`src/rtl/wdog_pkg.sv`:
```
package wdog_pkg;
  typedef struct packed {
    logic en;
    logic short_sel;
  } wd_opt_t;

  localparam wd_opt_t OPT_DEFAULT = '{en: 1'b1, short_sel: 1'b0};
endpackage

```
`src/rtl/wdog_optreg.sv`:
```
module wdog_optreg
  import wdog_pkg::*;
#(
  parameter int DATA_W  = 8,
  parameter int EN_BIT  = 1,
  parameter int SEL_BIT = 0
) (
  input  logic              clk,
  input  logic              rst_n,
  input  logic              clr,
  input  logic              wr,
  input  logic [DATA_W-1:0] wdata,
  output wd_opt_t           opt,
  output logic              first_wr
);
  wd_opt_t opt_q, opt_d;
  logic    locked_q, locked_d;
  logic    unused_bits;

  assign unused_bits = ^wdata;
  assign first_wr    = wr & ~locked_q;

  always_comb begin
    opt_d    = opt_q;
    locked_d = locked_q;
    if (clr) begin
      opt_d    = OPT_DEFAULT;
      locked_d = 1'b0;
    end else if (first_wr) begin
      opt_d.en        = wdata[EN_BIT];
      opt_d.short_sel = wdata[SEL_BIT];
      locked_d        = 1'b1;
    end
  end

  always_ff @(posedge clk or negedge rst_n) begin
    if (!rst_n) begin
      opt_q    <= OPT_DEFAULT;
      locked_q <= 1'b0;
    end else begin
      opt_q    <= opt_d;
      locked_q <= locked_d;
    end
  end

  assign opt = opt_q;

  p_lock_holds_r6: assert property (@(posedge clk) disable iff (!rst_n)
    (locked_q && wr && !clr) |=> $stable(opt_q));
  p_defaults_after_fire_r11: assert property (@(posedge clk) disable iff (!rst_n)
    clr |=> (opt_q == OPT_DEFAULT && !locked_q));
endmodule

```
`src/rtl/wdog_counter.sv`:
```
module wdog_counter #(
  parameter int LONG_LOG2  = 8,
  parameter int SHORT_LOG2 = 5
) (
  input  logic                 clk,
  input  logic                 rst_n,
  input  logic                 clr,
  input  logic                 hold,
  input  logic                 en,
  input  logic                 short_sel,
  input  logic                 tick,
  output logic                 fire,
  output logic [LONG_LOG2-1:0] cnt_o
);
  localparam int CW = LONG_LOG2;
  localparam logic [CW-1:0] SHORT_M1 = CW'((1 << SHORT_LOG2) - 1);
  localparam logic [CW-1:0] LONG_M1  = '1;

  logic [CW-1:0] cnt_q, cnt_d, lim_m1;
  logic          adv, at_lim;

  assign lim_m1 = short_sel ? SHORT_M1 : LONG_M1;
  assign at_lim = (cnt_q == lim_m1);
  assign adv    = ~clr & ~hold & en & tick;
  assign fire   = adv & at_lim;

  always_comb begin
    cnt_d = cnt_q;
    if (clr)       cnt_d = '0;
    else if (adv)  cnt_d = at_lim ? '0 : cnt_q + 1'b1;
  end

  always_ff @(posedge clk or negedge rst_n) begin
    if (!rst_n) cnt_q <= '0;
    else        cnt_q <= cnt_d;
  end

  assign cnt_o = cnt_q;

  p_debug_hold_r9: assert property (@(posedge clk) disable iff (!rst_n)
    (hold && !clr) |=> $stable(cnt_q));
  p_no_tick_still_r4: assert property (@(posedge clk) disable iff (!rst_n)
    (!tick && !clr) |=> $stable(cnt_q));
  p_within_limit_r2: assert property (@(posedge clk) disable iff (!rst_n)
    cnt_q <= lim_m1);
endmodule

```
`src/rtl/wdog_status.sv`:
```
module wdog_status (
  input  logic clk,
  input  logic rst_n,
  input  logic clr,
  input  logic fire,
  output logic req,
  output logic flag
);
  logic req_q, req_d, flag_q, flag_d;

  always_comb begin
    req_d  = fire & ~clr;
    flag_d = flag_q;
    if (clr)       flag_d = 1'b0;
    else if (fire) flag_d = 1'b1;
  end

  always_ff @(posedge clk or negedge rst_n) begin
    if (!rst_n) begin
      req_q  <= 1'b0;
      flag_q <= 1'b0;
    end else begin
      req_q  <= req_d;
      flag_q <= flag_d;
    end
  end

  assign req  = req_q;
  assign flag = flag_q;

  p_single_pulse_r11: assert property (@(posedge clk) disable iff (!rst_n)
    req_q |=> !req_q);
  p_flag_with_req_r12: assert property (@(posedge clk) disable iff (!rst_n)
    req_q |-> flag_q);
  p_flag_sticky_r12: assert property (@(posedge clk) disable iff (!rst_n)
    (flag_q && !clr) |=> flag_q);
endmodule

```
`src/rtl/wdog_top.sv`:
```
module wdog_top
  import wdog_pkg::*;
#(
  parameter int              ADDR_W      = 8,
  parameter int              DATA_W      = 8,
  parameter logic [ADDR_W-1:0] SVC_ADDR  = 8'h00,
  parameter logic [ADDR_W-1:0] OPT_ADDR  = 8'h01,
  parameter int              EN_BIT      = 1,
  parameter int              SEL_BIT     = 0,
  parameter int              LONG_LOG2   = 8,
  parameter int              SHORT_LOG2  = 5,
  parameter int              SYNC_STAGES = 2
) (
  input  logic              clk,
  input  logic              por_n,
  input  logic              ext_rst,
  input  logic              bus_we,
  input  logic [ADDR_W-1:0] bus_addr,
  input  logic [DATA_W-1:0] bus_wdata,
  input  logic              tick_1k,
  input  logic              dbg_mode,
  input  logic              stop_mode,
  output logic              wd_rst_req,
  output logic              wd_rst_flag
);
  logic [SYNC_STAGES-1:0] sync_q;
  logic                   rst_n;
  logic                   svc_wr, opt_wr, opt_first, fire, cnt_clr, opt_clr;
  wd_opt_t                opt;
  logic [LONG_LOG2-1:0]   cnt;

  generate
    if (SYNC_STAGES == 1) begin : g_sync1
      always_ff @(posedge clk or negedge por_n) begin
        if (!por_n) sync_q <= '0;
        else        sync_q <= 1'b1;
      end
    end else begin : g_syncn
      always_ff @(posedge clk or negedge por_n) begin
        if (!por_n) sync_q <= '0;
        else        sync_q <= {sync_q[SYNC_STAGES-2:0], 1'b1};
      end
    end
  endgenerate
  assign rst_n = sync_q[SYNC_STAGES-1];

  assign svc_wr  = bus_we & (bus_addr == SVC_ADDR);
  assign opt_wr  = bus_we & (bus_addr == OPT_ADDR);
  assign opt_clr = ext_rst | fire;
  assign cnt_clr = ext_rst | stop_mode | svc_wr | opt_first;

  wdog_optreg #(.DATA_W(DATA_W), .EN_BIT(EN_BIT), .SEL_BIT(SEL_BIT)) u_opt (
    .clk(clk), .rst_n(rst_n), .clr(opt_clr), .wr(opt_wr), .wdata(bus_wdata),
    .opt(opt), .first_wr(opt_first)
  );

  wdog_counter #(.LONG_LOG2(LONG_LOG2), .SHORT_LOG2(SHORT_LOG2)) u_cnt (
    .clk(clk), .rst_n(rst_n), .clr(cnt_clr), .hold(dbg_mode), .en(opt.en),
    .short_sel(opt.short_sel), .tick(tick_1k), .fire(fire), .cnt_o(cnt)
  );

  wdog_status u_stat (
    .clk(clk), .rst_n(rst_n), .clr(ext_rst), .fire(fire),
    .req(wd_rst_req), .flag(wd_rst_flag)
  );

  p_stop_zero_r10: assert property (@(posedge clk) disable iff (!rst_n)
    stop_mode |=> (cnt == '0));
  p_service_zero_r13: assert property (@(posedge clk) disable iff (!rst_n)
    svc_wr |=> (cnt == '0));
  p_first_write_zero_r7: assert property (@(posedge clk) disable iff (!rst_n)
    opt_first |=> (cnt == '0));
  p_disabled_quiet_r8: assert property (@(posedge clk) disable iff (!rst_n)
    !opt.en |=> !wd_rst_req);
  p_service_keeps_flag_r5: assert property (@(posedge clk) disable iff (!rst_n)
    (svc_wr && !ext_rst && !fire) |=> (wd_rst_flag == $past(wd_rst_flag)));
endmodule

```
`config.mk`:
```
export PLATFORM = sky130hd
export DESIGN_NAME = wdog_top
export DESIGN_NICKNAME = d
export VERILOG_FILES = /design/src/rtl/wdog_pkg.sv /design/src/rtl/wdog_optreg.sv /design/src/rtl/wdog_counter.sv /design/src/rtl/wdog_status.sv /design/src/rtl/wdog_top.sv
export SDC_FILE = /design/constraint.sdc
export NUM_CORES = 1
export LEC_CHECK = 0
export CORE_MARGIN = 5
export CORE_UTILIZATION = 55
export DETAILED_ROUTE_END_ITERATION = 6
export DONT_BUFFER_PORTS = 1
export PLACE_DENSITY = 0.77
export SLEW_MARGIN = 25
export SYNTH_ARGS = -nofsm -noshare
export SYNTH_HDL_FRONTEND = slang
export SYNTH_SLANG_ARGS = --single-unit
```
`constraint.sdc`:
```
create_clock -name clk -period 0.81 [get_ports clk]
set_input_delay 0.1215 -clock clk [delete_from_list [all_inputs] [get_ports clk]]
set_output_delay 0.1215 -clock clk [all_outputs]
set_load 0.1 [all_outputs]
```
==> results of run 1 <==
## per-stage QoR
step                TNS [ns]  instances  power [mW]  utilization  hold WS [ns]
finish                 -7.37        111        1.28        0.846        0.0550
global route           -8.29        111        1.35        0.846        0.0420
CTS                    -7.49        108        1.28        0.803        0.0346
detailed placement     -6.87        101       0.844        0.745        -0.174
floorplan              -5.32         66       0.814            -        -0.174
global placement       -6.17        101       0.841        0.745        -0.174
## kinds of logic after synthesis
kind of cell	after synthesis
xor gates and xnor gates	6
muxes	3
and+or+nand+nor	32
buffers and inverters	1
other	1
adders and majority gates	1
DFF	15
AOI/OAI and AO/OA	7
## layout make-up
type / instances / share of cell area
clock inverter: 1 / 0.00690
tap: 15 / 0.0173
sequential: 15 / 0.349
timing repair buffer: 26 / 0.211
inverter: 1 / 0.00345
multi-input combinational: 50 / 0.392
clock buffer: 3 / 0.0207
## report_power, final
part | leakage, nW | switching, mW | total (mW) | internal [mW]
Sequential | 0.198 | 0.00300 | 0.759 | 0.756
Combinational | 0.262 | 0.0446 | 0.0881 | 0.0435
Clock | 0.0139 | 0.248 | 0.436 | 0.188
Total | 0.474 | 0.296 | 1.28 | 0.987
## repair_timing
action | 4_1_cts | 5_1_grt
pin swaps | 4 | 5
setup endpoints to repair | 15 | 15
resized for setup | 4 | 7
hold buffers | 2 | 0
buffers inserted | 1 | 3
endpoints found under the hold margin | 6 | 0
## cell usage in the layout (no fill, tap or decap), types with 2 or more instances in the layout
cell type / instances
sky130_fd_sc_hd__dfrtp_1: 12
sky130_fd_sc_hd__buf_12: 2
sky130_fd_sc_hd__xnor2_1: 3
sky130_fd_sc_hd__clkbuf_4: 3
sky130_fd_sc_hd__nor3_2: 4
sky130_fd_sc_hd__dlygate4sd3_1: 2
sky130_fd_sc_hd__nand3_1: 2
sky130_fd_sc_hd__buf_4: 21
sky130_fd_sc_hd__nor2_1: 8
sky130_fd_sc_hd__nand2_1: 5
sky130_fd_sc_hd__mux2i_1: 2
sky130_fd_sc_hd__xor2_1: 2
sky130_fd_sc_hd__dfrtp_2: 2
## how the worst max path moves through the flow
| stage | start | slack (ns) | end |
|---|---|---|---|
| 4_1_cts | u_cnt.cnt_o[1] | -0.60 | u_opt.opt[1] |
| 3_3_place_gp | u_opt.locked_q | -0.55 | u_cnt.cnt_o[7] |
| 3_5_place_dp | u_opt.locked_q | -0.58 | u_opt.opt[0] |
| 5_1_grt | u_opt.opt[1] | -0.67 | u_cnt.cnt_o[7] |
| 6_report | u_cnt.cnt_o[1] | -0.61 | u_opt.opt[1] |
| 2_1_floorplan | u_cnt.cnt_o[0] | -0.55 | u_opt.opt[1] |
## layer usage
| layer | track usage | wire [um] | vias to the layer above |
|---|---|---|---|
| li1 | - | - | 296 |
| met1 | 0.225 | 739 | 317 |
| met2 | 0.352 | 1000 | 17 |
| met3 | 0.0547 | 133 | 5 |
| met4 | 0.0829 | 29 | 0 |
| met5 | 0 | 0 | - |
## registers in the layout, summed over array words and instances (netlist names)
| signal | flops |
|---|---|
| u_stat.flag | 1 |
| sync_q | 2 |
| u_opt.locked_q | 1 |
| u_cnt.cnt_o | 8 |
| u_opt.opt | 2 |
| u_stat.req | 1 |
==> impl_metrics.env, run 1 <==
export IMPL_crit_type="reg2reg"
export IMPL_cpPeakStageDelay_ns=0.40
export IMPL_reg2reg_to="u_opt.opt[1]"
export IMPL_synthFlopType="sky130_fd_sc_hd__dfrtp_1"
export IMPL_cts_buffers_inserted=3
export IMPL_ys_warn_count=0
export IMPL_cell_area_power_density_nw_per_um2=1180
export IMPL_detail_route_antenna_nets=0
export IMPL_multi_input_area_um2=427
export IMPL_place_detailed_hpwl_um=1390
export IMPL_yosysTopAreaCellShare=0.473
export IMPL_critical_path_startpoint_type="register"
export IMPL_die_w_um=46.7
export IMPL_vdd_drop_max_mv=1.31
export IMPL_ys_async_sr_fraction=1.00
export IMPL_cp_slowest_cell="sky130_fd_sc_hd__dfrtp_1"
export IMPL_critPathCaptureType="register"
export IMPL_reg_clk_slew_reported_paths_ns=0.10
export IMPL_clk_latency_ns=0.29
export IMPL_row_count=13
export IMPL_post_synthesis_sequential_element_count=15
export IMPL_synthDistinctLibCells=30
export IMPL_register_area_um2=379
export IMPL_io_port_bufs=0
export IMPL_fin_skew_ns=0.0113
export IMPL_synth_cells=66
export IMPL_status="finished with violations"
export IMPL_postPlaceCellArea_um2=957
export IMPL_violations="negative setup slack"
export IMPL_worst_path_stages=5
export IMPL_post_synth_fa_ha_maj_area_fraction=0.0169
export IMPL_clock_tree_from_tritoncts="done"
export IMPL_yosys_cell_count_top_type="sky130_fd_sc_hd__dfrtp_1"
export IMPL_r2r_cells=5
export IMPL_ys_seq_area_frac=0.508
export IMPL_grt_setup_unrepaired="true"
export IMPL_layout_filler_cells=64
export IMPL_critical_path_required_ns=1.03
export IMPL_maxSlewViolCount=0
export IMPL_synth_top_cells_by_count="sky130_fd_sc_hd__dfrtp_1 (14), sky130_fd_sc_hd__nor2_1 (8), sky130_fd_sc_hd__nand2_1 (6)"
export IMPL_final_min_period_over_clock_period=1.75
export IMPL_die_h_um=46.7
export IMPL_antenna_violations_before_repair=0
export IMPL_floorplan_core_area_um2=1280
export IMPL_area_fraction_in_compound_gates_after_synthesis=0.0693
export IMPL_ctsLongestPathBuffers=2
export IMPL_setup_slack_ns=-0.609
export IMPL_cp_buffers_inverters=0
export IMPL_period_minus_slack_ns=1.42
export IMPL_dominant_combinational_cell_family_by_area_after_synthesis="simple AND/OR/NAND/NOR gates"
export IMPL_synth_cell_area_um2=741
export IMPL_syn_nets=90
export IMPL_clock_fmax_mhz=705
export IMPL_n_antenna_cell=0
export IMPL_wl_per_cell_um=17.2
export IMPL_timing_critical_path_cells="ha_2, and4b_1, nand2_2, nor3_4, or3_1"
export IMPL_worst_r2r_startpoint="u_cnt.cnt_o[1]"
export IMPL_globalplace_congestion=0.802
export IMPL_first_global_vias=680
export IMPL_maxCapViolCount=0
export IMPL_top_level_ports=25
export IMPL_syn_area_per_cell_um2=11.2
export IMPL_htree_num_levels=1
export IMPL_area_delta_synth_final_pct=46.8
export IMPL_final_hold_violation_count=0
export IMPL_worst_endpoint_arrival_ns=1.64
export IMPL_final_area_um2=1090
export IMPL_drtIter0Drc=16
export IMPL_power_leakage_nw=0.474
export IMPL_drt_drc_violations_left=0
export IMPL_post_synth_and_or_nand_nor_area_fraction=0.282
export IMPL_synth_edff_count=0
export IMPL_area_enclosed_by_the_die_boundary_um2=2180
export IMPL_grt_util_all_layers=0.199
export IMPL_ff2ff_setup_slack_ns=-0.61
export IMPL_synth_top_cells_by_area="sky130_fd_sc_hd__dfrtp_1 (47%), sky130_fd_sc_hd__xnor2_1 (4.7%), sky130_fd_sc_hd__nor2_1 (4.1%)"
export IMPL_dr_pass1_iters=4
export IMPL_dominant_cell_type_by_area_after_synthesis="sky130_fd_sc_hd__dfrtp_1"
export IMPL_initial_core_util=0.576
export IMPL_hold_class="in2async"
export IMPL_synth_mux_area_fraction=0.0422
export IMPL_critPathTopFamily="simple AND/OR/NAND/NOR gates"
export IMPL_totalWireLength_um=1910
export IMPL_finalNetCount=121
export IMPL_route_detailed_vias_per_inst=5.72
export IMPL_via_count=635
export IMPL_grt_max_degree=14
export IMPL_pre_cts_slack_ns=-0.579
export IMPL_clk_root_buffer_cell="sky130_fd_sc_hd__clkbuf_4"
export IMPL_finalSetupViolCount=15
export IMPL_grt_pass1_wl_um=2910
export IMPL_synthXorXnorAreaFrac=0.0709
export IMPL_globalRoute_totalOverflow=0
export IMPL_crit_fanout=5
export IMPL_drive_above_1_share=0.510
export IMPL_cts_num_sinks=15
Power figures use the tool's default switching activity.
==> inputs of run 2 (changes only) <==
--- a/config.mk
+++ b/config.mk
@@ -9,8 +9,10 @@
 export CORE_UTILIZATION = 55
 export DETAILED_ROUTE_END_ITERATION = 6
 export DONT_BUFFER_PORTS = 1
-export PLACE_DENSITY = 0.77
+export GPL_TIMING_DRIVEN = 1
+export PLACE_DENSITY = 0.7
 export SLEW_MARGIN = 25
 export SYNTH_ARGS = -nofsm -noshare
 export SYNTH_HDL_FRONTEND = slang
 export SYNTH_SLANG_ARGS = --single-unit
+export TNS_END_PERCENT = 20
==> run 2 against run 1 <==
Global-route usage up 1.3 points. Clock-buffer cell count increased by 1. Highest routed layer unchanged. Cell area decreased by 2.6%. Register-to-register slack hardly changed. Total power about the same. Sequential power about the same. Routed wire length is 0.47% lower. Fmax barely moved. Hold slack got worse by 0.014 ns. Critical path depth decreased by 1. The run still ends with negative setup slack left. First-iteration DRC count decreased by 19%. Combinational power is 1% lower.
==> impl_metrics.env, run 2 (synthesized netlist as in run 1, its figures left out) <==
export IMPL_critPathCaptureType="register"
export IMPL_commonest_non_fill_non_tap_cell_in_the_layout="sky130_fd_sc_hd__buf_4"
export IMPL_violations="negative setup slack"
export IMPL_vdd_drop_max_mv=0.985
export IMPL_critical_path_required_ns=1.02
export IMPL_cts_buffers_inserted=3
export IMPL_critical_path_startpoint_type="register"
export IMPL_n_antenna_cell=0
export IMPL_area_enclosed_by_the_die_boundary_um2=2180
export IMPL_initial_core_util=0.576
export IMPL_layout_common_cells="sky130_fd_sc_hd__buf_4 (17), sky130_fd_sc_hd__dfrtp_1 (14), sky130_fd_sc_hd__nor2_1 (8)"
export IMPL_final_min_period_over_clock_period=1.75
export IMPL_cell_area_power_density_nw_per_um2=1210
export IMPL_largest_reg_flops=8
export IMPL_dr_pass1_iters=6
export IMPL_clk_root_buffer_cell="sky130_fd_sc_hd__clkbuf_4"
export IMPL_r2r_cells=4
export IMPL_period_minus_slack_ns=1.42
export IMPL_clock_fmax_mhz=705
export IMPL_place_detailed_hpwl_um=1330
export IMPL_setup_slack_ns=-0.609
export IMPL_top_level_ports=25
export IMPL_die_h_um=46.7
export IMPL_globalRoute_totalOverflow=0
export IMPL_wl_per_cell_um=17.7
export IMPL_drive_above_1_share=0.435
export IMPL_cts_num_sinks=15
export IMPL_clk_latency_ns=0.29
export IMPL_layout_filler_cells=69
export IMPL_grt_max_degree=14
export IMPL_route_detailed_vias_per_inst=5.90
export IMPL_grt_setup_unrepaired="true"
export IMPL_drtIter0Drc=13
export IMPL_first_global_vias=673
export IMPL_totalWireLength_um=1900
export IMPL_grt_pass1_wl_um=3060
export IMPL_via_count=631
export IMPL_status="finished with violations"
export IMPL_finalNetCount=117
export IMPL_fin_skew_ns=0.00188
export IMPL_power_leakage_nw=0.475
export IMPL_hold_class="in2reg"
export IMPL_maxSlewViolCount=0
export IMPL_crit_type="reg2reg"
export IMPL_maxCapViolCount=0
export IMPL_post_layout_total_power_mw=1.28
export IMPL_io_port_bufs=0
export IMPL_antenna_violations_before_repair=0
export IMPL_final_hold_violation_count=0
export IMPL_globalplace_congestion=0.767
export IMPL_finalSetupViolCount=15
export IMPL_htree_num_levels=1
export IMPL_die_w_um=46.7
export IMPL_grt_util_all_layers=0.212
export IMPL_ctsLongestPathBuffers=2
export IMPL_row_count=13
export IMPL_multi_input_area_um2=434
export IMPL_worstHoldPathCells=2
export IMPL_detail_route_antenna_nets=0
export IMPL_timing_setup_tns_ns=-7.14
export IMPL_register_area_um2=377
export IMPL_drt_drc_violations_left=0
export IMPL_clock_tree_from_tritoncts="done"
export IMPL_reg_clk_slew_reported_paths_ns=0.09
export IMPL_floorplan_core_area_um2=1280
export IMPL_crit_fanout=5
export IMPL_area_delta_synth_final_pct=42.9
export IMPL_worst_endpoint_arrival_ns=1.63
run 2: worst max-delay path, stage by stage, from the launching register on:
cell	delay [ns]
sky130_fd_sc_hd__dfrtp_1	0.44
sky130_fd_sc_hd__nor2b_1	0.16
sky130_fd_sc_hd__a31oi_2	0.33
sky130_fd_sc_hd__nor3_4	0.10
sky130_fd_sc_hd__or3_1	0.32
run 2: power breakdown:
| part | internal, mW | switching, mW |
|---|---|---|
| sequential | 0.756 | 0.00277 |
| clock | 0.192 | 0.247 |
| combinational | 0.0432 | 0.0438 |
| total | 0.990 | 0.293 |
run 2: cell type report:
type,instances,share of cell area
Clock buffer,4,0.0248
Inverter,1,0.00355
Multi-Input combinational cell,50,0.410
Sequential cell,15,0.356
Tap cell,15,0.0177
Timing Repair Buffer,22,0.188
run 2: stage by stage:
stage / setup WS [ns] / hold slack [ns] / cells / util / area (um^2)
floorplan: -0.549 / -0.174 / 66 / - / 749
global route: -0.686 / 0.0574 / 107 / 0.824 / 1060
global placement: -0.548 / -0.174 / 98 / 0.717 / 921
CTS: -0.581 / 0.0416 / 106 / 0.788 / 1010
detailed placement: -0.592 / -0.174 / 98 / 0.717 / 921
finish: -0.609 / 0.0409 / 107 / 0.824 / 1060
run 2: final timing paths:
check | from | to | slack, ns
max in group asynchronous | sync_q[1] | u_opt.opt[1] | 0.39
setup reg to reg | u_cnt.cnt_o[7] | u_opt.opt[1] | -0.61
hold / removal | bus_addr[0] | u_opt.locked_q | 0.04
min in group asynchronous | por_n | sync_q[1] | 0.05
setup / recovery | u_cnt.cnt_o[7] | u_opt.opt[1] | -0.61
hold reg to reg | sync_q[1] | u_cnt.cnt_o[6] | 0.18
run 2: layer usage:
metal  up-vias  track usage  wire length [um]
li1        284            -                 -
met1       311        0.215               693
met2        26        0.363              1010
met3        10       0.0508                83
met4         0        0.177               116
met5         -            0                 0
run 2: repair_timing:
| item | in CTS | in global routing |
|---|---|---|
| hold endpoints to repair | 6 | 0 |
| buffers inserted | 2 | 1 |
| setup endpoints to repair | 15 | 15 |
| gates resized for setup | 6 | 7 |
| pin swaps | 5 | 7 |
| hold buffers | 2 | 0 |
==> inputs of run 3 (changes only) <==
==> constraint.sdc (replaced) <==
create_clock -name clk -period 1.45 [get_ports clk]
set_input_delay 0.2175 -clock clk [delete_from_list [all_inputs] [get_ports clk]]
set_output_delay 0.2175 -clock clk [all_outputs]
set_load 0.1 [all_outputs]
==> run 3 against run 2 <==
The run now ends clean. Highest routed layer unchanged. First-iteration DRC count down 92%. Total power down 45%. Sequential share of layout area up 6.1 points. Critical path type unchanged. Setup slack better by 0.65 ns. Die area unchanged.
==> impl_metrics.env, run 3 (synthesized netlist as in run 1, its figures left out) <==
export IMPL_clk_root_buffer_cell="sky130_fd_sc_hd__clkbuf_4"
export IMPL_largest_reg_flops=8
export IMPL_ff2ff_setup_slack_ns=0.04
export IMPL_critical_path_startpoint_type="register"
export IMPL_reg_clk_slew_reported_paths_ns=0.09
export IMPL_maxSlewViolCount=0
export IMPL_grt_pass1_wl_um=2210
export IMPL_die_h_um=46.7
export IMPL_critPathTopFamily="compound AO/OA/AOI/OAI gates"
export IMPL_placedCellCount=89
export IMPL_power_leakage_nw=0.398
export IMPL_clk_latency_ns=0.28
export IMPL_worst_endpoint_arrival_ns=1.62
export IMPL_maxCapViolCount=0
export IMPL_htree_num_levels=1
export IMPL_cp_slowest_cell="sky130_fd_sc_hd__a311o_2"
export IMPL_slew_headroom=0.651
export IMPL_place_detailed_hpwl_um=1040
export IMPL_clock_tree_from_tritoncts="done"
export IMPL_ctsLongestPathBuffers=2
export IMPL_n_antenna_cell=0
export IMPL_finish_cell_count_without_fillers=97
export IMPL_detail_route_antenna_nets=0
export IMPL_final_hold_violation_count=0
export IMPL_route_detailed_vias_per_inst=5.59
export IMPL_period_minus_slack_ns=1.41
export IMPL_clock_fmax_mhz=709
export IMPL_timing_critical_path_cells="nand2_1, a311o_2, buf_4, o21bai_1, nor2_1"
export IMPL_drtIter0Drc=1
export IMPL_via_count=542
export IMPL_final_min_period_over_clock_period=0.973
export IMPL_grt_setup_unrepaired="true"
export IMPL_vdd_drop_max_mv=0.551
export IMPL_dr_pass1_iters=4
export IMPL_area_enclosed_by_the_die_boundary_um2=2180
export IMPL_die_w_um=46.7
export IMPL_totalWireLength_um=1420
export IMPL_globalRoute_totalOverflow=0
export IMPL_cell_area_power_density_nw_per_um2=778
export IMPL_io_port_bufs=0
export IMPL_initial_core_util=0.576
export IMPL_drive_above_1_share=0.293
export IMPL_commonest_non_fill_non_tap_cell_in_the_layout="sky130_fd_sc_hd__dfrtp_1"
export IMPL_antenna_violations_before_repair=0
export IMPL_globalplace_congestion=0.778
export IMPL_crit_fanout=6
export IMPL_finalNetCount=107
export IMPL_row_count=13
export IMPL_finalSetupViolCount=0
export IMPL_finish_utilization=0.704
export IMPL_worst_path_stages=5
export IMPL_drt_drc_violations_left=0
export IMPL_worstMarginPinSlew_ns=0.523
export IMPL_grt_util_all_layers=0.152
export IMPL_cts_buffers_inserted=3
export IMPL_layout_common_cells="sky130_fd_sc_hd__dfrtp_1 (14), sky130_fd_sc_hd__buf_4 (10), sky130_fd_sc_hd__nor2_1 (8)"
export IMPL_status="finished clean"
export IMPL_grt_max_degree=14
export IMPL_area_delta_synth_final_pct=22.1
export IMPL_first_global_vias=506
export IMPL_crit_type="reg2reg"
export IMPL_critPathCaptureType="register"
export IMPL_cpPeakStageDelay_ns=0.42
export IMPL_floorplan_core_area_um2=1280
export IMPL_fin_skew_ns=0.00229
export IMPL_critical_path_required_ns=1.66
export IMPL_wl_per_cell_um=14.7
export IMPL_top_level_ports=25
export IMPL_cts_num_sinks=15
export IMPL_hold_class="in2reg"
export IMPL_r2r_cells=5
export IMPL_cp_buffers_inverters=1
export IMPL_worstHoldPathCells=1
==> run 3: power breakdown <==
group          leakage (nW)  switching [mW]  total (mW)  internal [mW]
combinational         0.182          0.0143      0.0332         0.0189
sequential            0.201         0.00785       0.430          0.422
clock                0.0150           0.134       0.240          0.107
total                 0.398           0.156       0.704          0.548
==> run 3: metal layers <==
metal,up-vias,wire (um),global-route usage
met5,-,0,0
met4,0,72,0.133
met3,8,68,0.0313
met2,15,696,0.220
met1,250,585,0.189
li1,269,-,-
==> run 3: timing repair <==
action,CTS,global route
buffers inserted,0,3
resized for setup,0,5
hold buffers,2,0
endpoints found under the hold margin,4,0
endpoints found under the setup margin,0,6
==> run 3: final timing paths <==
check                                     from        endpoint
worst max-delay path            u_opt.locked_q  u_cnt.cnt_o[5]
worst min-delay path                   ext_rst    u_opt.opt[1]
worst max register to register  u_opt.locked_q  u_cnt.cnt_o[5]
worst min register to register       sync_q[1]      u_stat.req
max in group asynchronous            sync_q[1]    u_opt.opt[1]
min in group asynchronous                por_n       sync_q[0]
==> run 3: area by class of cell <==
cell class,count,area (um^2)
inverter,1,3.75
tap,15,18.8
fill,95,380
timing repair buffer,12,95.1
sequential,15,377
clock buffer,4,26.3
multi-input combinational,50,384
==> run 3: through the flow <==
step	TNS [ns]	setup WS [ns]	area [um^2]	hold slack, ns	total power [mW]
2_1_floorplan	0	0.0492	741	-0.0781	0.454
3_3_place_gp	0	0.0414	820	-0.0780	0.465
3_5_place_dp	0	0.0249	820	-0.0780	0.465
4_1_cts	0	0.0174	866	0.0384	0.706
5_1_grt	-0.157	-0.0380	905	0.0487	0.723
6_report	0	0.0395	905	0.0435	0.704
